<file path="src/rtl/ivc_pkg.sv">
package ivc_pkg;
  localparam int NUM_SLOTS  = 24;
  localparam int NUM_SRC    = NUM_SLOTS - 1;
  localparam int SLOT_W     = $clog2(NUM_SLOTS);
  localparam int SLOT_WORDS = 2;
  localparam int ADDR_W     = 16;
  localparam int SR_W       = 8;
  localparam int GIE_BIT    = 7;

  function automatic logic [ADDR_W-1:0] slot_addr(input logic [SLOT_W-1:0] slot);
    return ADDR_W'(slot) * ADDR_W'(SLOT_WORDS);
  endfunction
endpackage

</file>
<file path="src/rtl/ivc_pick.sv">
module ivc_pick
  import ivc_pkg::*;
#(
  parameter int N  = NUM_SRC,
  parameter int SW = SLOT_W
) (
  input  logic [N-1:0]  req,
  output logic          any,
  output logic [SW-1:0] slot
);
  logic [N-1:0] lower;
  logic [N-1:0] grant;

  genvar g;
  generate
    for (g = 0; g < N; g++) begin : g_chain
      if (g == 0) begin : g_first
        assign lower[g] = 1'b0;
      end else begin : g_rest
        assign lower[g] = lower[g-1] | req[g-1];
      end
      assign grant[g] = req[g] & ~lower[g];
    end
  endgenerate

  always_comb begin
    slot = '0;
    for (int i = 0; i < N; i++) begin
      if (grant[i]) slot = slot | SW'(i + 1);
    end
  end

  assign any = |req;
endmodule

</file>
<file path="src/rtl/ivc_status.sv">
module ivc_status
  import ivc_pkg::*;
(
  input  logic            clk,
  input  logic            rst_n,
  input  logic            fire,
  input  logic            ret,
  input  logic            we,
  input  logic [SR_W-1:0] wdata,
  output logic [SR_W-1:0] sr_q,
  output logic            gie_q,
  output logic            gie_nxt
);
  logic [SR_W-1:0] sr_nxt;

  always_comb begin
    sr_nxt = we ? wdata : sr_q;
    if (fire)     sr_nxt[GIE_BIT] = 1'b0;
    else if (ret) sr_nxt[GIE_BIT] = 1'b1;
  end

  always_ff @(posedge clk or negedge rst_n) begin
    if (!rst_n) sr_q <= '0;
    else        sr_q <= sr_nxt;
  end

  assign gie_q   = sr_q[GIE_BIT];
  assign gie_nxt = sr_nxt[GIE_BIT];

  AST_FIRE_CLEARS_GIE: assert property (@(posedge clk) disable iff (!rst_n)
    fire |=> !sr_q[GIE_BIT]) else $error("enable survived accept");
  AST_RETI_SETS_GIE: assert property (@(posedge clk) disable iff (!rst_n)
    (ret && !fire) |=> sr_q[GIE_BIT]) else $error("return did not enable");
  AST_RETI_KEEPS_LOW: assert property (@(posedge clk) disable iff (!rst_n)
    (ret && !we) |=> (sr_q[GIE_BIT-1:0] == $past(sr_q[GIE_BIT-1:0]))) else $error("return touched low bits");
endmodule

</file>
<file path="src/rtl/ivc_offer.sv">
module ivc_offer
  import ivc_pkg::*;
#(
  parameter int N  = NUM_SRC,
  parameter int SW = SLOT_W
) (
  input  logic          clk,
  input  logic          rst_n,
  input  logic          gie_q,
  input  logic          gie_nxt,
  input  logic          any,
  input  logic [SW-1:0] win_slot,
  input  logic          ready,
  output logic          valid,
  output logic [SW-1:0] slot,
  output logic          fire,
  output logic [N-1:0]  ack
);
  logic load;

  assign fire = valid & ready;
  assign load = ~valid & gie_q & gie_nxt & any;

  always_ff @(posedge clk or negedge rst_n) begin
    if (!rst_n) begin
      valid <= 1'b0;
      slot  <= '0;
    end else if (!gie_nxt) begin
      valid <= 1'b0;
    end else if (load) begin
      valid <= 1'b1;
      slot  <= win_slot;
    end
  end

  genvar g;
  generate
    for (g = 0; g < N; g++) begin : g_ack
      assign ack[g] = fire && (slot == SW'(g + 1));
    end
  endgenerate

  AST_NO_VALID_WITHOUT_GIE: assert property (@(posedge clk) disable iff (!rst_n)
    valid |-> gie_q) else $error("offer while disabled");
  AST_OFFER_HELD: assert property (@(posedge clk) disable iff (!rst_n)
    (valid && !ready && gie_nxt) |=> (valid && $stable(slot))) else $error("offer changed");
  AST_ACK_ONEHOT: assert property (@(posedge clk) disable iff (!rst_n)
    $onehot0(ack)) else $error("ack not one-hot");
  AST_SLOT_NONZERO: assert property (@(posedge clk) disable iff (!rst_n)
    valid |-> (slot != '0)) else $error("reset slot offered");
  AST_WITHDRAW: assert property (@(posedge clk) disable iff (!rst_n)
    (valid && !ready && !gie_nxt) |=> !valid) else $error("offer not withdrawn");
endmodule

</file>
<file path="src/rtl/irq_vector_ctrl.sv">
module irq_vector_ctrl
  import ivc_pkg::*;
(
  input  logic               clk,
  input  logic               rst_n,
  input  logic [NUM_SRC-1:0] irq_req,
  input  logic               sr_wr_en,
  input  logic [SR_W-1:0]    sr_wr_data,
  input  logic               ret_pulse,
  input  logic               vec_ready,
  output logic               vec_valid,
  output logic [ADDR_W-1:0]  vec_addr,
  output logic [NUM_SRC-1:0] src_ack,
  output logic [SR_W-1:0]    sr_value
);
  logic              any;
  logic [SLOT_W-1:0] win_slot;
  logic [SLOT_W-1:0] held_slot;
  logic              fire;
  logic              gie_q;
  logic              gie_nxt;

  ivc_pick #(.N(NUM_SRC), .SW(SLOT_W)) u_pick (
    .req  (irq_req),
    .any  (any),
    .slot (win_slot)
  );

  ivc_status u_status (
    .clk     (clk),
    .rst_n   (rst_n),
    .fire    (fire),
    .ret     (ret_pulse),
    .we      (sr_wr_en),
    .wdata   (sr_wr_data),
    .sr_q    (sr_value),
    .gie_q   (gie_q),
    .gie_nxt (gie_nxt)
  );

  ivc_offer #(.N(NUM_SRC), .SW(SLOT_W)) u_offer (
    .clk      (clk),
    .rst_n    (rst_n),
    .gie_q    (gie_q),
    .gie_nxt  (gie_nxt),
    .any      (any),
    .win_slot (win_slot),
    .ready    (vec_ready),
    .valid    (vec_valid),
    .slot     (held_slot),
    .fire     (fire),
    .ack      (src_ack)
  );

  assign vec_addr = slot_addr(held_slot);

  AST_ADDR_EVEN: assert property (@(posedge clk) disable iff (!rst_n)
    vec_valid |-> (vec_addr[0] == 1'b0 && vec_addr != '0)) else $error("bad vector address");
endmodule

</file>
<file path="config.mk">
export PLATFORM = sky130hd
export DESIGN_NAME = irq_vector_ctrl
export DESIGN_NICKNAME = d
export VERILOG_FILES = /design/src/rtl/ivc_pkg.sv /design/src/rtl/ivc_pick.sv /design/src/rtl/ivc_status.sv /design/src/rtl/ivc_offer.sv /design/src/rtl/irq_vector_ctrl.sv
export SDC_FILE = /design/constraint.sdc
export NUM_CORES = 1
export LEC_CHECK = 0
export BUFFER_PORTS_ARGS = -buffer_cell sky130_fd_sc_hd__clkbuf_2
export CORE_MARGIN = 2
export CORE_UTILIZATION = 36
export DETAILED_ROUTE_END_ITERATION = 12
export GPL_TIMING_DRIVEN = 1
export PLACE_DENSITY = 0.76
export SETUP_SLACK_MARGIN = 0.4
export SKIP_CTS_REPAIR_TIMING = 1
export SYNTH_ARGS = -nofsm -noshare
export SYNTH_HDL_FRONTEND = slang
export SYNTH_SLANG_ARGS = --single-unit
</file>
<file path="constraint.sdc">
create_clock -name clk -period 1.7 [get_ports clk]
set_clock_uncertainty 0.2 [all_clocks]
set_input_delay 0.51 -clock clk [delete_from_list [all_inputs] [get_ports clk]]
set_output_delay 0.51 -clock clk [all_outputs]
set_load 0.02 [all_outputs]
</file>
# After elaboration in Yosys (flattened, before gate mapping)
# Index checks and enable logic that the tools add are counted.
[classes]
bitwise = 70
n_div = 0
reduce_logical = 25
add_sub_neg = 0
mux = 28
n_mul = 0
n_eq_ne = 24
n_shift = 0
magnitude_cmp = 0
[op_table]
columns = ["cell", "count"]
rows = [
  ["5-bit by 4-bit == test with 1-bit output (second input constant)", 8],
  ["5-bit == test (second input constant)", 8],
  ["5-bit two-way mux", 8],
  ["4-bit two-way mux", 8],
  ["1-bit bitwise AND", 26],
  ["1-bit logical AND", 23],
  ["1-bit NOT", 23],
  ["23-bit OR reduction", 1],
  ["1-bit bitwise OR", 21],
  ["5-bit by 3-bit == test with 1-bit output (second input constant)", 4],
  ["3-bit two-way mux", 4],
  ["5-bit by 2-bit == test with 1-bit output (second input constant)", 2],
  ["8-bit two-way mux", 1],
  ["5-bit by 1-bit == test with 1-bit output (second input constant)", 1],
  ["1-bit two-way mux", 5],
  ["2-bit two-way mux", 2],
  ["2-bit inequality test (second input constant)", 1],
  ["2-bit AND reduction", 1],
]
[totals]
out_inout_bits = 48
ff_bits = 14
ram_bits = 0
mem_bits_ro = 0
mem_count = 0
latchBits = 0

# Depth between registers and ports, before layout
# Gate-level depths: netlist of run 1.
[depth]
word_depth = 24
depth_mapped = 6

# By module
# From an unflattened synthesis of run 1, not the netlist that was laid out.
[hier_totals]
hier_cells = 130
hier_area_um2 = 1241.2
[modules_own_cells]
columns = ["mod", "instances", "cells_each", "area_per_inst_um2", "seq_area_each_um2"]
rows = [
  ["ivc_offer", 1, 52, 561.8, 150.1],
  ["ivc_status", 1, 20, 316.6, 200.2],
  ["ivc_pick", 1, 46, 276.5, 0.0],
  ["irq_vector_ctrl", 1, 12, 86.3, 0.0],
]

# Worst setup path after synthesis of run 1
# No wires, ideal clock.
[synth_timing]
path_kind = "input-to-reg"
start = "input irq_req[12]"
end = "register u_offer.slot[3]"
arrival_time_ns = 1.832
stages = 4
path_slack_ns = -0.457
setup_ns = 0.125
path_buffers = 0
required_ns = 1.375
cell_sequence = "or3_4 > nor4_1 > a31oi_2 > mux2_4"
[synth_between]
elab_chain_len = 13
[synth_rtl]
columns = ["element", "line_no", "rtl"]
rows = [
  ["start, declared", "irq_vector_ctrl.sv:6", "input logic [NUM_SRC-1:0] irq_req,"],
  ["1-bit bitwise OR", "ivc_pick.sv:20", "assign lower[g] = lower[g-1] | req[g-1];"],
  ["1-bit NOT or 1-bit bitwise OR (tied branches)", "ivc_pick.sv:22, ivc_pick.sv:20", ""],
  ["1-bit bitwise AND or 1-bit NOT (tied branches)", "ivc_pick.sv:22", "assign grant[g] = req[g] & ~lower[g];"],
  ["4-bit two-way mux or 1-bit bitwise AND (tied branches)", "ivc_pick.sv:29, ivc_pick.sv:22", ""],
  ["4-bit two-way mux", "ivc_pick.sv:29", "if (grant[i]) slot = slot | SW'(i + 1);"],
  ["5-bit two-way mux (8 in series)", "ivc_pick.sv:29", ""],
  ["end signal, assigned", "ivc_offer.sv:32", "slot <= win_slot;"],
  ["end, declared", "ivc_offer.sv:15", "output logic [SW-1:0] slot,"],
]
# Several ways; a longest one is shown, not always the timed one.
# A chain may end at the register's enable or synchronous reset.

# Worst setup path in the final report of run 1
[layout_timing]
start = "register u_offer.slot[3]"
end = "output src_ack[15]"
[layout_between]
elab_chain_len = 2
[layout_rtl]
columns = ["element", "line_no", "rtl"]
rows = [
  ["5-bit == test", "ivc_offer.sv:39", "assign ack[g] = fire && (slot == SW'(g + 1));"],
  ["1-bit logical AND", "ivc_offer.sv:39", ""],
  ["end, declared", "irq_vector_ctrl.sv:13", "output logic [NUM_SRC-1:0] src_ack,"],
]
# No other way between the ends.

==> flow_summary.yaml, run 1 <==
global_routing:
  vias_in_the_first_global_route: 1440
  wire_length_of_the_first_global_routing_pass_um: 5840
  grt_start_max_net_pins: 15
  initial_antenna_violation_count: 0
  grtUsageTotal_pct: 21.0
  grt_remaining_overflow: 0
placement:
  numPlacedInstances: 304
  dpl.hpwl_um: 3170
  detailedPlace.worstSlack_ns: -0.539
  port_buffer_cells: 72
  gp_congestion: 0.808
drt:
  num_vias: 1540
  remaining_antenna_violation_count: 0
  iteration_0_drc_count_of_the_detailed_router: 39
  drt_pass1_iterations: 4
  wl_per_cell_um: 15.0
  wl_um: 4690
  detail_route.drc_violations: 0
  detail_route.vias_per_cell: 4.94
synth:
  netlist_area_um2: 1140
  synthTopCellsByArea: "sky130_fd_sc_hd__dfrtp_1 (31%), sky130_fd_sc_hd__nor2_1 (9.9%), sky130_fd_sc_hd__buf_4 (9.2%)"
  synth_seq_cells: 14
  yosys_warnings: 0
  syn_area_per_cell_um2: 8.13
  asyncSetResetFlopFracSynth_pct: 100
  edff_count_synth: 0
  synth_top_area_share_pct: 30.8
  synth_largest_area_cell: "sky130_fd_sc_hd__dfrtp_1"
  netlist_instances: 140
  synth.distinct_cells: 38
  seq_area_frac_synth_pct: 30.8
  ys_dominant_reg_cell: "sky130_fd_sc_hd__dfrtp_1"
clock_network:
  worstSkewPairLatency_ns: 0.30
  cts_buffers: 3
  cts_max_level: 1
  cts_sinks: 14
  cts_tree: "built"
  path_clk_slew_ns: 0.09
  cts_root_buffer: "sky130_fd_sc_hd__clkbuf_4"
  cts-root-to-sink-buffers: 2
die:
  die_w_um: 60.2
  die_area_um2: 3630
  fp.coreArea_um2: 3030
  floorplan.io_pins: 84
  die_h_um: 60.2
  starting_density_of_the_core_pct: 37.6
  rows: 20
setup_path:
  worst-endpoint-arrival_ns: 1.52
  timing.critical_path.required_ns: 0.99
  timing.setup.critical_path_class: "flop to output pin"
  path_common_cell: "sky130_fd_sc_hd__buf_6"
  slowest_delay_ns: 0.46
  worst_setup_path_start_kind: "flop"
  cp_slowest_cell: "sky130_fd_sc_hd__dfrtp_2"
  cp-end-kind: "output pin"
  path_cells: "nor2_4 > nand3b_1 > buf_6 > nor3_4 > buf_6"
  path_max_fanout: 4
sta:
  finalSetupViolations: 35
  timing_hold_violations_final: 0
  slew_violations: 0
  final.setup.worst_slack_ns: -0.531
  final.setup.tns_ns: -11.59
  final.period_utilization_pct: 131
  unrepaired_setup_endpoints_after_global_routing: "yes"
  maxClockFrequency_ghz: 0.448
  min_period_ns: 2.23
job:
  maxCapViolCount: 0
cells_and_area:
  layout-drive-gt1-share_pct: 72.8
  final-instance-count-excl-fill: 312
  syn_to_final_growth_pct: 122
  diodes: 0
  design.final.nets: 305
pwr:
  power-per-cell-area_nw_per_um2: 977
  totalPowerFinal_uw: 2470
  cellLeakagePower_uw: 0.00117
  worst_ir_drop_vdd_uv: 442
run_status:
  outcome: "finished with violations"
  failed_checks: "setup timing"
hold_path:
  hp-class: "input pin to flop"
==> per-stage QoR <==
| step | cell area (µm²) | utilization (%) | hold WS [ns] |
|---|---|---|---|
| finish | 2530 | 83.5 | 0.234 |
| global route | 2530 | 83.5 | 0.237 |
| CTS | 2200 | 72.6 | -0.0804 |
| detailed placement | 2160 | 71.4 | 0.230 |
| global placement | 2160 | 71.4 | 0.225 |
| floorplan | 1470 | - | 0.0144 |
==> state kept, by name (all words and copies together) (netlist names) <==
register       cells
u_offer.valid      1
u_offer.slot       5
u_status.sr_q      8
==> power breakdown <==
part | internal, µW | switching, µW | total [µW]
Clock | 131 | 123 | 254
Combinational | 751 | 893 | 1640
Sequential | 427 | 144 | 571
==> cells in the final DEF, fill, tap and decap left out, drive strengths merged, types with 2 or more instances in the layout <==
| master | instances |
|---|---|
| or4 | 3 |
| inv | 5 |
| nand2 | 6 |
| o21a | 3 |
| conb | 11 |
| clkbuf | 39 |
| or3 | 3 |
| nor2b | 2 |
| dfrtp | 14 |
| nor2 | 30 |
| o21ai | 4 |
| nor3 | 14 |
| a31oi | 3 |
| a21oi | 6 |
| mux2 | 9 |
| nand4 | 2 |
| nand2b | 2 |
| nor4 | 5 |
| buf | 95 |
==> worst paths after layout <==
path	startpoint	depth (start not counted)	slack, ns	to
setup / recovery	u_offer.slot[3]$_DFFE_PN0P_	5	-0.53	src_ack[15]
hold / removal	sr_wr_data[1]	2	0.23	u_status.sr_q[1]$_DFFE_PN0P_
setup reg to reg	u_offer.valid$_DFFE_PN0P_	6	-0.09	u_offer.slot[3]$_DFFE_PN0P_
hold reg to reg	u_status.sr_q[1]$_DFFE_PN0P_	1	0.35	u_status.sr_q[1]$_DFFE_PN0P_
max in group asynchronous	rst_n	2	0.57	u_offer.slot[3]$_DFFE_PN0P_
min in group asynchronous	rst_n	2	0.45	u_status.sr_q[1]$_DFFE_PN0P_
==> final cells by class <==
class / instances / area (µm²)
fill: 161 / 500
inverter: 5 / 18.8
multi-input combinational: 114 / 1010
sequential: 14 / 358
clock buffer: 4 / 36.3
timing repair buffer: 131 / 1050
tap: 44 / 55.1
==> layer usage <==
| metal | track usage, % | vias to the layer above | wire length [µm] |
|---|---|---|---|
| li1 | - | 739 | - |
| met2 | 41.3 | 76 | 2570 |
| met4 | 6.67 | 0 | 110 |
| met3 | 2.16 | 9 | 259 |
| met1 | 23.1 | 716 | 1740 |
| met5 | 0 | - | 0 |
==> worst max-delay path: cells and delay by family (launching register included) <==
kind                   cells  cell delay (ns)
AND/OR/NAND/NOR            3             0.45
flip-flops                 1             0.46
buffers and inverters      2             0.30
==> synthesized netlist by cell type (2+ instances only) <==
master                      n
sky130_fd_sc_hd__a21oi_1    6
sky130_fd_sc_hd__a31oi_1    2
sky130_fd_sc_hd__buf_4     14
sky130_fd_sc_hd__clkbuf_1   2
sky130_fd_sc_hd__dfrtp_1   14
sky130_fd_sc_hd__inv_1      5
sky130_fd_sc_hd__mux2_2     8
sky130_fd_sc_hd__nand2_1    6
sky130_fd_sc_hd__nand2b_1   2
sky130_fd_sc_hd__nand4_1    2
sky130_fd_sc_hd__nor2_1    30
sky130_fd_sc_hd__nor2b_1    2
sky130_fd_sc_hd__nor3_1    13
sky130_fd_sc_hd__nor4_1     4
sky130_fd_sc_hd__o21a_1     3
sky130_fd_sc_hd__o21ai_0    3
sky130_fd_sc_hd__or3_2      2
sky130_fd_sc_hd__or4_4      2
==> cells by family (layout without fill, tap and decap cells) <==
logic type / after synthesis / count (layout) / synth area share, %
and+or+nand+nor: 70 / 70 / 32.4
muxes: 9 / 9 / 9.23
DFF: 14 / 14 / 30.8
AOI/OAI and AO/OA: 24 / 24 / 15.3
other: 1 / 11 / 0.329
buffers and inverters: 22 / 140 / 12.0
No activity file was read; power rests on OpenSTA's default activity.
==> run 2: changes to the inputs <==
==> constraint.sdc (replaced) <==
create_clock -name clk -period 1.7 [get_ports clk]
set_clock_uncertainty 0.2 [all_clocks]
set_input_delay 0.17 -clock clk [delete_from_list [all_inputs] [get_ports clk]]
set_output_delay 0.17 -clock clk [all_outputs]
set_load 0.02 [all_outputs]
==> run 2 against run 1 <==
- highest routed layer unchanged
- combinational power down 8%
- the flow still finishes with violations (setup timing)
- flip-flop and latch count did not move
- hold slack got worse by 0.22 ns
- register-to-register slack improved by 0.12 ns
==> flow_summary.yaml, run 2 (synthesis gave the netlist of run 1 again) <==
sta:
  final.setup.worst_slack_ns: -0.190
  minimum_hold_slack_ns: 0.0146
  unrepaired_setup_endpoints_after_global_routing: "yes"
  maxClockFrequency_ghz: 0.529
  min_period_ns: 1.89
  final.period_utilization_pct: 111
  timing.max_slew.rel_slack_pct: 68.1
  timing_worst_slew_pin_value_ns: 0.467
  timing_hold_violations_final: 0
  finalSetupViolations: 22
  slew_violations: 0
clock_network:
  cts_max_level: 1
  cts_tree: "built"
  worstSkewPairLatency_ns: 0.28
  cts_buffers: 3
  cts_sinks: 14
  path_clk_slew_ns: 0.09
  cts_root_buffer: "sky130_fd_sc_hd__clkbuf_4"
  cts-root-to-sink-buffers: 2
pwr:
  power-per-cell-area_nw_per_um2: 975
  worst_ir_drop_vdd_uv: 415
  cellLeakagePower_uw: 0.00111
  totalPowerFinal_uw: 2330
die:
  fp.coreArea_um2: 3030
  die_h_um: 60.2
  die_w_um: 60.2
  rows: 20
  die_area_um2: 3630
  starting_density_of_the_core_pct: 37.6
  floorplan.io_pins: 84
global_routing:
  initial_antenna_violation_count: 0
  vias_in_the_first_global_route: 1257
  grt_start_max_net_pins: 15
  grt_remaining_overflow: 0
  grtUsageTotal_pct: 18.8
  wire_length_of_the_first_global_routing_pass_um: 5200
cells_and_area:
  largest_reg_flops: 8
  largest_register: "u_status.sr_q"
  finalCoreUtilization_pct: 79.0
  final_cell_mix: "sky130_fd_sc_hd__buf_4 (54), sky130_fd_sc_hd__clkbuf_2 (42), sky130_fd_sc_hd__buf_6 (19)"
  layout-drive-gt1-share_pct: 70.3
  design.final.nets: 300
  diodes: 0
  top_regs: "u_status.sr_q x8, u_offer.slot x5, u_offer.valid x1"
  syn_to_final_growth_pct: 110
  most_common_cell_after_layout_fill_and_taps_aside: "sky130_fd_sc_hd__buf_4"
setup_path:
  r2r.worst_path.cells: 5
  path_buf_inv: 2
  startpoint: "u_offer.slot[3]$_DFFE_PN0P_"
  path_common_cell: "sky130_fd_sc_hd__buf_6"
  timing.critical_path.required_ns: 1.33
  cp_slowest_cell: "sky130_fd_sc_hd__dfrtp_2"
  reg2reg_from: "u_offer.valid$_DFFE_PN0P_"
  slowest_delay_ns: 0.46
  timing.critical_path.max_delay_family: "flip-flops"
  cp-end-kind: "output pin"
  cp.depth: 5
  path_cells: "nor2_4 > nand3b_1 > buf_6 > nor3_4 > buf_6"
  worst-endpoint-arrival_ns: 1.52
  timing.setup.critical_path_class: "flop to output pin"
  worst_setup_path_start_kind: "flop"
  path_max_fanout: 4
drt:
  detail_route.vias_per_cell: 4.93
  drt_pass1_iterations: 4
  wl_per_cell_um: 14.9
  wl_um: 4560
  num_vias: 1513
  iteration_0_drc_count_of_the_detailed_router: 39
  detail_route.drc_violations: 0
  remaining_antenna_violation_count: 0
placement:
  detailedPlace.worstSlack_ns: -0.185
  port_buffer_cells: 72
  dpl.hpwl_um: 3000
  gp_congestion: 0.770
hold_path:
  whs_path_depth: 2
  worstHoldStart: "ret_pulse"
  hp-class: "input pin to flop"
run_status:
  outcome: "finished with violations"
  failed_checks: "setup timing"
job:
  maxCapViolCount: 0
-- run 2: worst paths after layout --
| path | endpoint | slack (ns) |
|---|---|---|
| setup / recovery | src_ack[15] | -0.19 |
| hold / removal | u_status.sr_q[7]$_DFF_PN0_ | 0.01 |
| setup reg to reg | u_offer.slot[3]$_DFFE_PN0P_ | 0.03 |
| hold reg to reg | u_status.sr_q[4]$_DFFE_PN0P_ | 0.32 |
| max in group asynchronous | u_offer.slot[0]$_DFFE_PN0P_ | 0.87 |
| min in group asynchronous | u_status.sr_q[0]$_DFFE_PN0P_ | 0.14 |
-- run 2: layout make-up --
type | instances | area (µm²)
Inverter | 5 | 21.3
Multi-Input combinational cell | 114 | 997
Fill cell | 204 | 636
Clock buffer | 4 | 36.3
Sequential cell | 14 | 358
Timing Repair Buffer | 126 | 925
Tap cell | 44 | 55.1
-- run 2: report_power, final --
group | switching [µW] | leakage, µW | internal, µW
logic | 836 | 0.000934 | 679
registers | 147 | 0.000158 | 427
clock network | 114 | 0.0000210 | 130
-- run 2: routing by layer --
| metal | vias up | GRT usage (%) | part of all wire (%) | wire length (µm) |
|---|---|---|---|---|
| met5 | - | 0 | 0 | 0 |
| met2 | 74 | 34.5 | 54 | 2450 |
| met4 | 0 | 7.62 | 2.9 | 134 |
| li1 | 729 | - | - | - |
| met1 | 696 | 22.0 | 39 | 1770 |
| met3 | 14 | 1.73 | 4.5 | 205 |
-- run 2: stage by stage --
| step | cells | instance area, µm² | TNS [ns] |
|---|---|---|---|
| 2_1_floorplan | 150 | 1450 | -0.220 |
| 3_3_place_gp | 282 | 1980 | -0.502 |
| 3_5_place_dp | 282 | 1980 | -0.641 |
| 4_1_cts | 286 | 2010 | -2.98 |
| 5_1_grt | 307 | 2390 | -3.51 |
| 6_report | 307 | 2390 | -2.35 |
==> run 3: changes to the inputs <==
--- a/config.mk
+++ b/config.mk
@@ -7,10 +7,10 @@
 export LEC_CHECK = 0
 export BUFFER_PORTS_ARGS = -buffer_cell sky130_fd_sc_hd__clkbuf_2
 export CORE_MARGIN = 2
-export CORE_UTILIZATION = 36
+export CORE_UTILIZATION = 40
 export DETAILED_ROUTE_END_ITERATION = 12
 export GPL_TIMING_DRIVEN = 1
-export PLACE_DENSITY = 0.76
+export PLACE_DENSITY = 0.8
 export SETUP_SLACK_MARGIN = 0.4
 export SKIP_CTS_REPAIR_TIMING = 1
 export SYNTH_ARGS = -nofsm -noshare
==> constraint.sdc (replaced) <==
create_clock -name clk -period 1.9 [get_ports clk]
set_clock_uncertainty 0.2 [all_clocks]
set_input_delay 0.19 -clock clk [delete_from_list [all_inputs] [get_ports clk]]
set_output_delay 0.19 -clock clk [all_outputs]
set_load 0.02 [all_outputs]
==> run 3 against run 2 <==
- the run still ends with setup timing left
- via count shrank 4.7%
- hold slack better by 0.021 ns
- non-clock buffer count shrank 20
- global-route usage is 1.2 points higher
- register-to-register slack improved by 0.16 ns
- power fell by 16%
- critical endpoint is now src_ack[9]
==> flow_summary.yaml, run 3 (synthesis gave the netlist of run 1 again) <==
global_routing:
  initial_antenna_violation_count: 0
  wire_length_of_the_first_global_routing_pass_um: 5220
  vias_in_the_first_global_route: 1241
  grtUsageTotal_pct: 19.9
  grt_start_max_net_pins: 15
  grt_remaining_overflow: 0
setup_path:
  cp-end-kind: "output pin"
  critical_register_to_register_path_endpoint: "u_offer.slot[3]$_DFFE_PN0P_"
  worst_setup_path_start_kind: "flop"
  worst-endpoint-arrival_ns: 1.52
  r2r_slack_ns: 0.19
  timing.setup.critical_path_class: "flop to output pin"
  startpoint: "u_offer.slot[2]$_DFFE_PN0P_"
  critical_path.endpoint: "src_ack[9]"
  reg2reg_from: "u_offer.valid$_DFFE_PN0P_"
  path_max_fanout: 4
  timing.critical_path.required_ns: 1.51
  r2r.worst_path.cells: 5
run_status:
  outcome: "finished with violations"
  failed_checks: "setup timing"
sta:
  minimum_hold_slack_ns: 0.0351
  min_period_ns: 1.91
  final.setup.worst_slack_ns: -0.00795
  slew_violations: 0
  final.period_utilization_pct: 100
  maxClockFrequency_ghz: 0.524
  final.setup.tns_ns: -0.00795
  unrepaired_setup_endpoints_after_global_routing: "yes"
  timing_hold_violations_final: 0
  finalSetupViolations: 1
die:
  die_area_um2: 3290
  fp.coreArea_um2: 2730
  starting_density_of_the_core_pct: 41.6
  die_w_um: 57.4
  floorplan.io_pins: 84
  rows: 19
  die_h_um: 57.4
cells_and_area:
  final-instance-count-excl-fill: 274
  top_regs: "u_status.sr_q x8, u_offer.slot x5, u_offer.valid x1"
  syn_to_final_growth_pct: 91.8
  largest_reg_flops: 8
  most_common_cell_after_layout_fill_and_taps_aside: "sky130_fd_sc_hd__clkbuf_2"
  final_cell_mix: "sky130_fd_sc_hd__clkbuf_2 (52), sky130_fd_sc_hd__buf_4 (28), sky130_fd_sc_hd__buf_6 (16)"
  multi_input_comb_area_um2: 976
  layout-drive-gt1-share_pct: 68.3
  layout.area.seq_um2: 358
  finalInstanceArea_um2: 2180
  design.final.nets: 280
  finalCoreUtilization_pct: 79.9
  diodes: 0
  largest_register: "u_status.sr_q"
  fill_cells: 174
job:
  maxCapViolCount: 0
clock_network:
  cts_buffers: 3
  worstSkewPairLatency_ns: 0.27
  cts_sinks: 14
  cts_max_level: 1
  cts-root-to-sink-buffers: 2
  path_clk_slew_ns: 0.08
  cts_root_buffer: "sky130_fd_sc_hd__clkbuf_4"
  cts_tree: "built"
pwr:
  cellLeakagePower_uw: 0.00100
  intPower_uw: 1030
  power.share.clock_pct: 10.7
  netSwitchingFraction_pct: 47.1
  p_sw_uw: 921
  power_frac_comb_pct: 63.1
  power_frac_seq_pct: 26.2
  power-per-cell-area_nw_per_um2: 895
  worst_ir_drop_vdd_uv: 886
placement:
  port_buffer_cells: 72
  gp_congestion: 0.737
  placedInstanceArea_um2: 1760
  dpl.hpwl_um: 2760
  numPlacedInstances: 247
drt:
  remaining_antenna_violation_count: 0
  detail_route.vias_per_cell: 5.26
  detail_route.drc_violations: 0
  wl_per_cell_um: 14.7
  num_vias: 1442
  drt_pass1_iterations: 4
  wl_um: 4030
  iteration_0_drc_count_of_the_detailed_router: 65
hold_path:
  hp-class: "input pin to flop"
  worstHoldStart: "ret_pulse"
-- run 3: cell count changes in the layout (fill, tap and decap cells not counted), moves of 2 or more --
cell / change
sky130_fd_sc_hd__buf_6: -3
sky130_fd_sc_hd__nor2_4: -4
sky130_fd_sc_hd__clkbuf_2: +10
sky130_fd_sc_hd__nor2_2: +4
sky130_fd_sc_hd__buf_4: -26
sky130_fd_sc_hd__buf_2: -2
-- run 3: stage by stage --
stage / worst slack (ns) / power [µW]
final: -0.00795 / 1950
after global routing: -0.0662 / 2060
after CTS: -0.133 / 1600
after detailed placement: -0.0244 / 1400
after global placement: 0.00766 / 1370
after floorplan: 0.115 / 1160
-- run 3: power groups by stage --
stage          logic (µW)  clock network [µW]  registers, µW
2_1_floorplan         627                   0            538
5_1_grt              1310                 229            524
3_3_place_gp          864                   0            509
4_1_cts               882                 208            514
3_5_place_dp          880                   0            519
6_report             1230                 210            512
-- run 3: layer usage --
metal	up-vias	track usage, %	share of wire, %
li1	689	-	-
met1	682	22.7	40
met2	65	36.4	54
met3	6	2.04	4.8
met4	0	10.3	1.8
met5	-	0	0
-- run 3: worst min-delay path by stage --
stage | end | cells past startpoint | slack, ns
floorplan | u_offer.slot[0]$_DFFE_PN0P_ | 0 | -0.31
global placement | u_status.sr_q[3]$_DFFE_PN0P_ | 1 | -0.1
detailed placement | u_status.sr_q[3]$_DFFE_PN0P_ | 1 | -0.1
CTS | u_status.sr_q[3]$_DFFE_PN0P_ | 1 | -0.39
global route | u_status.sr_q[7]$_DFF_PN0_ | 2 | 0.04
finish | u_status.sr_q[7]$_DFF_PN0_ | 2 | 0.04
-- run 3: final cells by class --
cell class	instances	area share, %
sequential	14	16.4
multi-input combinational	114	44.7
tap	31	1.78
inverter	5	0.860
timing repair buffer	106	34.6
clock buffer	4	1.66
-- run 3: worst max-delay path: stages, from the launching register on --
cell and delay [ns]:
sky130_fd_sc_hd__dfrtp_2 0.46, sky130_fd_sc_hd__nor2_2 0.17, sky130_fd_sc_hd__nand4_1 0.17, sky130_fd_sc_hd__buf_4 0.20
sky130_fd_sc_hd__nor2_2 0.10, sky130_fd_sc_hd__buf_4 0.15
